### config.mk
export PLATFORM = sky130hd
export DESIGN_NAME = ring_producer
export DESIGN_NICKNAME = d
export VERILOG_FILES = /design/src/rtl/ring_prod_pkg.sv /design/src/rtl/ring_ptr_ctrl.sv /design/src/rtl/ring_stamp.sv /design/src/rtl/ring_store.sv /design/src/rtl/ring_producer.sv
export SDC_FILE = /design/constraint.sdc
export NUM_CORES = 1
export LEC_CHECK = 0
export CORE_AREA = 2 2 270 272
export DETAILED_ROUTE_END_ITERATION = 10
export DIE_AREA = 0 0 272 274
export GPL_TIMING_DRIVEN = 0
export PLACE_DENSITY = 0.67
export REMOVE_ABC_BUFFERS = 1
export SLEW_MARGIN = 40
export SYNTH_ARGS = -nofsm -noshare
export SYNTH_HDL_FRONTEND = slang
export SYNTH_SLANG_ARGS = --single-unit
### constraint.sdc
create_clock -name clk_i -period 4 [get_ports clk_i]
set_clock_uncertainty 0.2 [all_clocks]
set_input_delay 0.6 -clock clk_i [delete_from_list [all_inputs] [get_ports clk_i]]
set_output_delay 0.6 -clock clk_i [all_outputs]
set_load 0.1 [all_outputs]
### src/rtl/ring_prod_pkg.sv
package ring_prod_pkg;
  localparam int WORD_W  = 32;
  localparam int CNT_W   = 4;
  localparam int ID_W    = 8;
  localparam int CNT_LSB = 28;
  localparam int ID_LSB  = 20;
  localparam int KEEP_W  = ID_LSB;
endpackage

### src/rtl/ring_ptr_ctrl.sv
module ring_ptr_ctrl
  import ring_prod_pkg::*;
#(
  parameter int DEPTH = 12,
  parameter int IDX_W = 4
) (
  input  logic             clk_i,
  input  logic             rst_ni,
  input  logic             push_i,
  input  logic             tail_we_i,
  input  logic [IDX_W-1:0] tail_i,
  output logic             ready_o,
  output logic             full_o,
  output logic             wr_en_o,
  output logic             irq_o,
  output logic [IDX_W-1:0] head_o,
  output logic [CNT_W-1:0] stamp_cnt_o
);
  localparam logic [IDX_W-1:0] LAST    = IDX_W'(DEPTH - 1);
  localparam logic [IDX_W:0]   DEPTH_X = (IDX_W + 1)'(DEPTH);

  logic [IDX_W-1:0] head_q, tail_q, head_nxt;
  logic [CNT_W-1:0] cnt_q;
  logic             irq_q, at_base, full, wr_en;

  always_comb begin
    head_nxt = (head_q == LAST) ? '0 : head_q + 1'b1;
    full     = (head_nxt == tail_q);
    wr_en    = push_i && !full;
    at_base  = (head_q == '0);
  end

  always_ff @(posedge clk_i or negedge rst_ni) begin
    if (!rst_ni) begin
      head_q <= '0;
      tail_q <= '0;
      cnt_q  <= '0;
      irq_q  <= 1'b0;
    end else begin
      irq_q <= wr_en;
      if (wr_en) begin
        head_q <= head_nxt;
        if (at_base) cnt_q <= cnt_q + 1'b1;
      end
      if (tail_we_i && ({1'b0, tail_i} < DEPTH_X)) tail_q <= tail_i;
    end
  end

  assign ready_o     = !full;
  assign full_o      = full;
  assign wr_en_o     = wr_en;
  assign irq_o       = irq_q;
  assign head_o      = head_q;
  assign stamp_cnt_o = at_base ? cnt_q + 1'b1 : cnt_q;

  assert_cnt_step_R4: assert property (@(posedge clk_i) disable iff (!rst_ni)
    (wr_en && at_base) |=> (cnt_q == $past(cnt_q) + 1'b1));
  assert_cnt_hold_R4: assert property (@(posedge clk_i) disable iff (!rst_ni)
    (!(wr_en && at_base)) |=> $stable(cnt_q));
  assert_no_overrun_R7: assert property (@(posedge clk_i) disable iff (!rst_ni)
    (wr_en && !tail_we_i) |=> (head_q != tail_q));
  assert_tail_range_R8: assert property (@(posedge clk_i) disable iff (!rst_ni)
    ({1'b0, tail_q} < DEPTH_X));
  assert_head_range_R2: assert property (@(posedge clk_i) disable iff (!rst_ni)
    ({1'b0, head_q} < DEPTH_X));
endmodule

### src/rtl/ring_stamp.sv
module ring_stamp
  import ring_prod_pkg::*;
#(
  parameter int WORDS = 2
) (
  input  logic [WORDS*WORD_W-1:0] entry_i,
  input  logic [CNT_W-1:0]        cnt_i,
  input  logic [ID_W-1:0]         id_i,
  output logic [WORDS*WORD_W-1:0] entry_o
);
  for (genvar w = 0; w < WORDS; w++) begin : g_word
    if (w == WORDS - 1) begin : g_last
      assign entry_o[w*WORD_W +: WORD_W] = {cnt_i, id_i, entry_i[w*WORD_W +: KEEP_W]};
    end else begin : g_pass
      assign entry_o[w*WORD_W +: WORD_W] = entry_i[w*WORD_W +: WORD_W];
    end
  end
endmodule

### src/rtl/ring_store.sv
module ring_store
  import ring_prod_pkg::*;
#(
  parameter int DEPTH   = 12,
  parameter int IDX_W   = 4,
  parameter int ENTRY_W = 64
) (
  input  logic               clk_i,
  input  logic               rst_ni,
  input  logic               we_i,
  input  logic [IDX_W-1:0]   widx_i,
  input  logic [ENTRY_W-1:0] wdata_i,
  input  logic [IDX_W-1:0]   ridx_i,
  output logic [ENTRY_W-1:0] rdata_o
);
  localparam logic [IDX_W:0] DEPTH_X = (IDX_W + 1)'(DEPTH);

  logic [ENTRY_W-1:0] mem_q [DEPTH];

  // Cleared at reset so never-written slots carry pass count 0.
  always_ff @(posedge clk_i or negedge rst_ni) begin
    if (!rst_ni) begin
      for (int i = 0; i < DEPTH; i++) mem_q[i] <= '0;
    end else if (we_i) begin
      mem_q[widx_i] <= wdata_i;
    end
  end

  always_comb begin
    rdata_o = '0;
    if ({1'b0, ridx_i} < DEPTH_X) rdata_o = mem_q[ridx_i];
  end
endmodule

### src/rtl/ring_producer.sv
module ring_producer
  import ring_prod_pkg::*;
#(
  parameter int  DEPTH   = 12,
  parameter int  WORDS   = 2,
  localparam int IDX_W   = (DEPTH > 1) ? $clog2(DEPTH) : 1,
  localparam int ENTRY_W = WORDS * WORD_W
) (
  input  logic               clk_i,
  input  logic               rst_ni,
  input  logic [ID_W-1:0]    ring_id_i,
  input  logic               in_valid_i,
  input  logic [ENTRY_W-1:0] in_data_i,
  output logic               in_ready_o,
  input  logic               tail_we_i,
  input  logic [IDX_W-1:0]   tail_i,
  input  logic [IDX_W-1:0]   rd_idx_i,
  output logic [ENTRY_W-1:0] rd_data_o,
  output logic [IDX_W-1:0]   head_o,
  output logic               full_o,
  output logic               irq_o
);
  logic               wr_en;
  logic [CNT_W-1:0]   stamp_cnt;
  logic [ENTRY_W-1:0] stamped;

  ring_ptr_ctrl #(.DEPTH(DEPTH), .IDX_W(IDX_W)) u_ctrl (
    .clk_i       (clk_i),
    .rst_ni      (rst_ni),
    .push_i      (in_valid_i),
    .tail_we_i   (tail_we_i),
    .tail_i      (tail_i),
    .ready_o     (in_ready_o),
    .full_o      (full_o),
    .wr_en_o     (wr_en),
    .irq_o       (irq_o),
    .head_o      (head_o),
    .stamp_cnt_o (stamp_cnt)
  );

  ring_stamp #(.WORDS(WORDS)) u_stamp (
    .entry_i (in_data_i),
    .cnt_i   (stamp_cnt),
    .id_i    (ring_id_i),
    .entry_o (stamped)
  );

  ring_store #(.DEPTH(DEPTH), .IDX_W(IDX_W), .ENTRY_W(ENTRY_W)) u_store (
    .clk_i   (clk_i),
    .rst_ni  (rst_ni),
    .we_i    (wr_en),
    .widx_i  (head_o),
    .wdata_i (stamped),
    .ridx_i  (rd_idx_i),
    .rdata_o (rd_data_o)
  );

  assert_irq_follows_R9: assert property (@(posedge clk_i) disable iff (!rst_ni)
    irq_o |-> $past(in_valid_i && in_ready_o));
  assert_stall_hold_R7: assert property (@(posedge clk_i) disable iff (!rst_ni)
    !(in_valid_i && in_ready_o) |=> $stable(head_o));
endmodule

; Yosys cells after proc, flatten, opt, wreduce, memory -nomap -nowiden
; Index checks and enable logic that the tools add are counted.
[classes]
n_addsub = 2
n_lt_le_gt_ge = 5
eq_ne = 2
n_mux = 9
bitwise = 2
n_reduce_logical = 5
[op_table]
columns = cell, n
row1 = 768-bit bitwise mux, 1
row2 = 64-bit binary-select mux with 4-bit select, 1
row3 = 64-bit demux with 4-bit select, 1
row4 = 64-bit two-way mux, 4
row5 = 5-bit greater-or-equal comparator (second input constant), 2
row6 = 4-bit NOT with 5-bit output, 2
row7 = 4-bit by 1-bit adder with 4-bit output (second input constant), 2
row8 = 4-bit less-than comparator (second input constant), 2
row9 = 4-bit two-way mux, 2
row10 = 5-bit by 1-bit less-than comparator with 1-bit output (second input constant), 1
row11 = 4-bit == test, 1
row12 = 4-bit == test (second input constant), 1
row13 = 4-bit zero test, 1
row14 = 1-bit logical AND, 3
row15 = 1-bit zero test, 1
[totals]
register_bits = 781
input_bits = 84
output_inout_bits = 71
word_cells = 41

; Depth between registers and ports, before layout
[logic_depth]
ltp_word = 6
depth_mapped = 8
ltp_nobuf = 6

; Cells and area by module
; A second synthesis with hierarchy kept.
[hier_totals]
cells_unflattened = 2285
area_unflattened_um2 = 35609.2
[by_module_without_submodules]
columns = mod, n_inst, cells_each, area_each_um2, seq_area_each_um2
row1 = ring_store, 1, 2148, 34302.9, 19218.4
row2 = ring_ptr_ctrl, 1, 73, 825.8, 325.3
row3 = ring_stamp, 1, 64, 480.5, 0.0

; Worst setup path after synthesis
; Ideal clock, no wire load.
[synth_path]
path_kind = in2out
from = in rd_idx_i[0]
to = out rd_data_o[10]
t_arrival_ns = 4.089
required_time_ns = 3.200
path_slack_ns = -0.889
stages = 6
path_buffers = 3
cell_sequence = clkbuf_1 > clkbuf_1 > buf_1 > mux4_2 > mux2i_1 > o21ai_0
[synth_between]
elab_chain_len = 5
elab_cells_between_ends = 6
cone_classes = 1 x order compare / 4 x mux / 1 x bitwise
[synth_lines]
columns = item, line_no
row1 = start: declaration, ring_producer.sv:17  ; input logic [IDX_W-1:0] rd_idx_i,
row2 = 4-bit NOT with 5-bit output (not written as such), ring_store.sv:31  ; if ({1'b0, ridx_i} < DEPTH_X) rdata_o = mem_q[ridx_i];
row3 = 64-bit binary-select mux with 4-bit select, ring_store.sv:31
row4 = 64-bit two-way mux (not written as such) (2 in a row), ring_store.sv:31
row5 = 64-bit two-way mux (*), ring_store.sv:31
row6 = end: declaration, ring_producer.sv:18  ; output logic [ENTRY_W-1:0] rd_data_o,
; Every way passes the cells marked *; elsewhere a longest branch is shown, timed or not. The select of a mux whose other input is x is not followed.

; Final worst setup path
[layout_path]
from = reg u_ctrl.head_q[2] (netlist: u_ctrl.head_o[2])
to = out full_o
[layout_between]
elab_chain_len = 3
elab_cells_between_ends = 4
cone_classes = 1 x add/sub / 2 x eq/ne / 1 x mux
[layout_lines]
columns = item, line_no
row1 = start: declaration, ring_ptr_ctrl.sv:22  ; logic [IDX_W-1:0] head_q, tail_q, head_nxt;
row2 = start signal: assignment, ring_ptr_ctrl.sv:42  ; head_q <= head_nxt;
row3 = 4-bit by 1-bit adder with 4-bit output or 4-bit == test (tied branches), ring_ptr_ctrl.sv:27  ; head_nxt = (head_q == LAST) ? '0 : head_q + 1'b1;
row4 = 4-bit two-way mux (*), ring_ptr_ctrl.sv:27
row5 = 4-bit == test (*), ring_ptr_ctrl.sv:28  ; full = (head_nxt == tail_q);
row6 = end: declaration, ring_producer.sv:20  ; output logic full_o,
; Every way passes the cells marked *; elsewhere a longest branch is shown, timed or not.

==> reports/summary.log <==
[timing] setup repair after global routing missed its margin false
[floorplan] die extent in y 274 um
[cells_and_area] area overhead of the layout relative to synthesis 16.32%
[drt] DR vias 19880
[grt] vias in the first global route 22100
[place] Placement Cell Area 38570 um^2
[run_status] status complete, no violations
[clock_network] clock sink count 781
[place] routability-driven placement congestion ratio 0.7057
[floorplan] area of the die 74530 um^2
[grt] wire length of the first global-routing pass 131200 um
[power_and_ir_drop] internal cell power 21740 uW
[power_and_ir_drop] fraction of power consumed by combinational cells 34.9%
[timing] Fin Hold WS 0.2865 ns
[floorplan] initial standard-cell utilization of the core 49.39%
[power_and_ir_drop] switching pwr 10460 uW
[power_and_ir_drop] P per Cell Area 778.9 nW/um^2
[clock_network] clk_lat worst skew 0.61 ns
[critical_path] Setup Crit Path Kind reg -> out
[drt] Pre-antenna DRT Iters 4
[timing] share of the clock period used by the worst path after layout 95.73%
[cells_and_area] share of cells above drive strength 1 52.23%
[run] # Max-Cap Violations 0
[critical_path] crit end category primary output
[clock_network] CTS root buffer sky130_fd_sc_hd__clkbuf_16
[drt] DRC violations left 0
[synthesis] count of state elements after synthesis 781
[power_and_ir_drop] switching share of total power 32.49%
[grt] overall overflow remaining after global route 0
[timing] total negative slack for setup checks 0 ns
[drt] final routed wire length divided by cell count 24.08 um
[power_and_ir_drop] proportion of power drawn by flip-flops and latches 41.9%
[floorplan] Die X 272 um
[place] total of buffers placed on input and output ports 142
[synthesis] post-synth cell types 39
[clock_network] total number of H-tree levels 3
[floorplan] Row Count 99
[min_path] source of the worst hold timing path u_store.mem_q[46]
[clock_network] Bufs on Longest Clock Path 3
[power_and_ir_drop] maximum vdd drop 0.0004655 V
[floorplan] core area 71970 um^2
[cells_and_area] commonest cells after routing, fill and taps aside sky130_fd_sc_hd__dfrtp_1, sky130_fd_sc_hd__mux2_2, sky130_fd_sc_hd__mux4_2
[min_path] worst min-delay path class reg -> reg
[timing] Relative slew margins 52.05%
[synthesis] count of flip-flops with a built-in enable after synthesis 0
[timing] minimum clock period after layout 3.829 ns
[min_path] hold-critical path endpoint u_store.mem_q[46]
[synthesis] number of warnings printed during yosys synthesis 0
[timing] final setup vio count 0
[critical_path] critical path data required time 3.20 ns
[synthesis] per-instance average area after synthesis 15.97 um^2
[grt] initial antenna violation count 5
[place] estimated wirelength of the detail-placed design 55670 um
[drt] detail-routed via count per cell 5.803
[grt] pin count of the biggest net entering global routing 119
[floorplan] Top Ports 155
[clock_network] Clk pin slew, worst setup/hold paths 0.06 ns
[critical_path] largest fanout on the critical path 13
[drt] count of antenna-violating nets left after detailed routing 0
[cells_and_area] leading cell type in the layout, fill and taps excluded sky130_fd_sc_hd__dfrtp_1
[timing] count of final max-slew check failures 0
[critical_path] startpoint of the most critical register-to-register path u_ctrl.head_o[2]
[clock_network] CTS tree done
[timing] Max Freq 261.1 MHz
[critical_path] reg2reg end u_store.mem_q[521]
[critical_path] startpoint class of the critical path register
[timing] Worst Max-Slew Pin Slew 0.7168 ns
[synthesis] Synth Cell Area 35550 um^2
[drt] DR iter-0 viols 1348
[timing] number of endpoints with negative hold slack in the final report 0
[synthesis] Most used DFF post-synth sky130_fd_sc_hd__dfrtp_1
[cells_and_area] number of nets at the end of the flow 2491
[critical_path] cell count of the worst reg-to-reg path 12
[power_and_ir_drop] share of power burned in the clock network 23.2%
[clock_network] total CTS buffers 81
[grt] aggregate global-route resource usage 22.81%
[drt] wirelength, routed 82500 um
[synthesis] share of async-settable or async-resettable flops after synthesis 100.0%
[power_and_ir_drop] Leak 0.01838 uW
[critical_path] setup slack of the worst register-to-register path 0.18 ns
[min_path] cell count of the worst hold path 1
[critical_path] arrival time at the worst endpoint 3.03 ns
[synthesis] sequential area share after synthesis 54.98%
[cells_and_area] Final Instance Area 41350 um^2
[synthesis] Post-Syn Instances 2226
## kinds of logic (layout without fill, tap and decap cells)
logic type	after synthesis	after routing	share of synthesized area, %
buffers and inverters	212	452	3.034
multiplexers	1031	1031	38.51
other	0	1	0
AND/OR/NAND/NOR	99	99	1.162
adder cells (fa/ha/maj)	5	5	0.1760
XOR/XNOR	8	8	0.2394
AO/OA/AOI/OAI	90	90	1.897
flip-flops	781	781	54.98
## cell type report
type	instances	area (um^2)
antenna	1	2.502
clock buffer	125	2457
clock inverter	22	177.7
fill	5427	30620
inverter	6	22.52
multi-input combinational	1233	15020
sequential	781	19540
tap	959	1200
timing repair buffer	299	2930
## power by group through the flow
| stage | Sequential, uW | Combinational [uW] | Clock (uW) |
|---|---|---|---|
| floorplan | 13000 | 8620 | 0 |
| global placement | 13400 | 11200 | 0 |
| detailed placement | 13600 | 11200 | 0 |
| CTS | 13500 | 11300 | 7630 |
| global route | 13900 | 12000 | 7980 |
| finish | 13500 | 11200 | 7460 |
## critical path: stages (launching register included)
cell,delay (ns)
sky130_fd_sc_hd__dfrtp_1,0.53
sky130_fd_sc_hd__and4b_1,0.33
sky130_fd_sc_hd__a211oi_4,0.30
sky130_fd_sc_hd__xnor2_4,0.20
sky130_fd_sc_hd__buf_8,0.22
sky130_fd_sc_hd__or3_1,0.43
sky130_fd_sc_hd__inv_1,0.07
sky130_fd_sc_hd__clkbuf_4,0.32
## worst max path at each step
stage	start	endpoint
floorplan	u_ctrl.head_o[1]	u_store.mem_q[704]
global placement	rst_ni	u_store.mem_q[406]
detailed placement	u_ctrl.head_o[0]	u_store.mem_q[588]
CTS	u_ctrl.head_o[0]	full_o
global route	u_ctrl.head_o[2]	full_o
finish	u_ctrl.head_o[2]	full_o
## cells in the mapped netlist (5+ instances only)
master / number / area, um^2
sky130_fd_sc_hd__dfrtp_1: 781 / 19540
sky130_fd_sc_hd__mux2_2: 715 / 8051
sky130_fd_sc_hd__mux4_2: 192 / 4324
sky130_fd_sc_hd__clkbuf_1: 102 / 382.9
sky130_fd_sc_hd__nand2_1: 68 / 255.2
sky130_fd_sc_hd__o21ai_0: 66 / 330.3
sky130_fd_sc_hd__mux2i_1: 65 / 650.6
sky130_fd_sc_hd__mux2_1: 59 / 664.4
sky130_fd_sc_hd__buf_2: 40 / 200.2
sky130_fd_sc_hd__buf_1: 27 / 101.4
sky130_fd_sc_hd__buf_6: 25 / 281.5
sky130_fd_sc_hd__nor2_1: 16 / 60.06
sky130_fd_sc_hd__buf_4: 12 / 90.09
sky130_fd_sc_hd__o31ai_4: 11 / 234.0
sky130_fd_sc_hd__inv_1: 6 / 22.52
sky130_fd_sc_hd__ha_1: 5 / 62.56
## per-layer routing
metal	vias to the layer above	global-route usage, %	share of wire [%]
li1	8602	-	-
met1	10800	31.13	44
met2	343	38.47	50
met3	127	3.704	3.7
met4	8	5.625	1.8
met5	-	0	0.055
## metrics by stage
stage	power (uW)	util, %	setup WS [ns]	cells
4_1_cts	32390	57.37	0.007184	3424
6_report	32210	57.46	0.1707	3426
3_3_place_gp	24610	51.57	-30.74	3121
3_5_place_dp	24750	53.60	-0.1292	3271
2_1_floorplan	21660	-	-7.045	2020
5_1_grt	33910	57.46	0.007407	3426
## repair_timing
action | in CTS | in global routing
hold buffers | 1 | 0
hold endpoints to repair | 67 | 0
setup endpoints to repair | 9 | 38
buffers inserted | 5 | 0
pin swaps | 2 | 1
resized for setup | 1 | 5
## sequential cells by signal, summed over array words and instances, names as in the netlist
signal and cells:
u_ctrl.cnt_q 4, u_ctrl.head_o 4, u_ctrl.irq_o 1, u_ctrl.tail_q 4
u_store.mem_q 768
No activity file was read; power rests on OpenSTA's default activity.
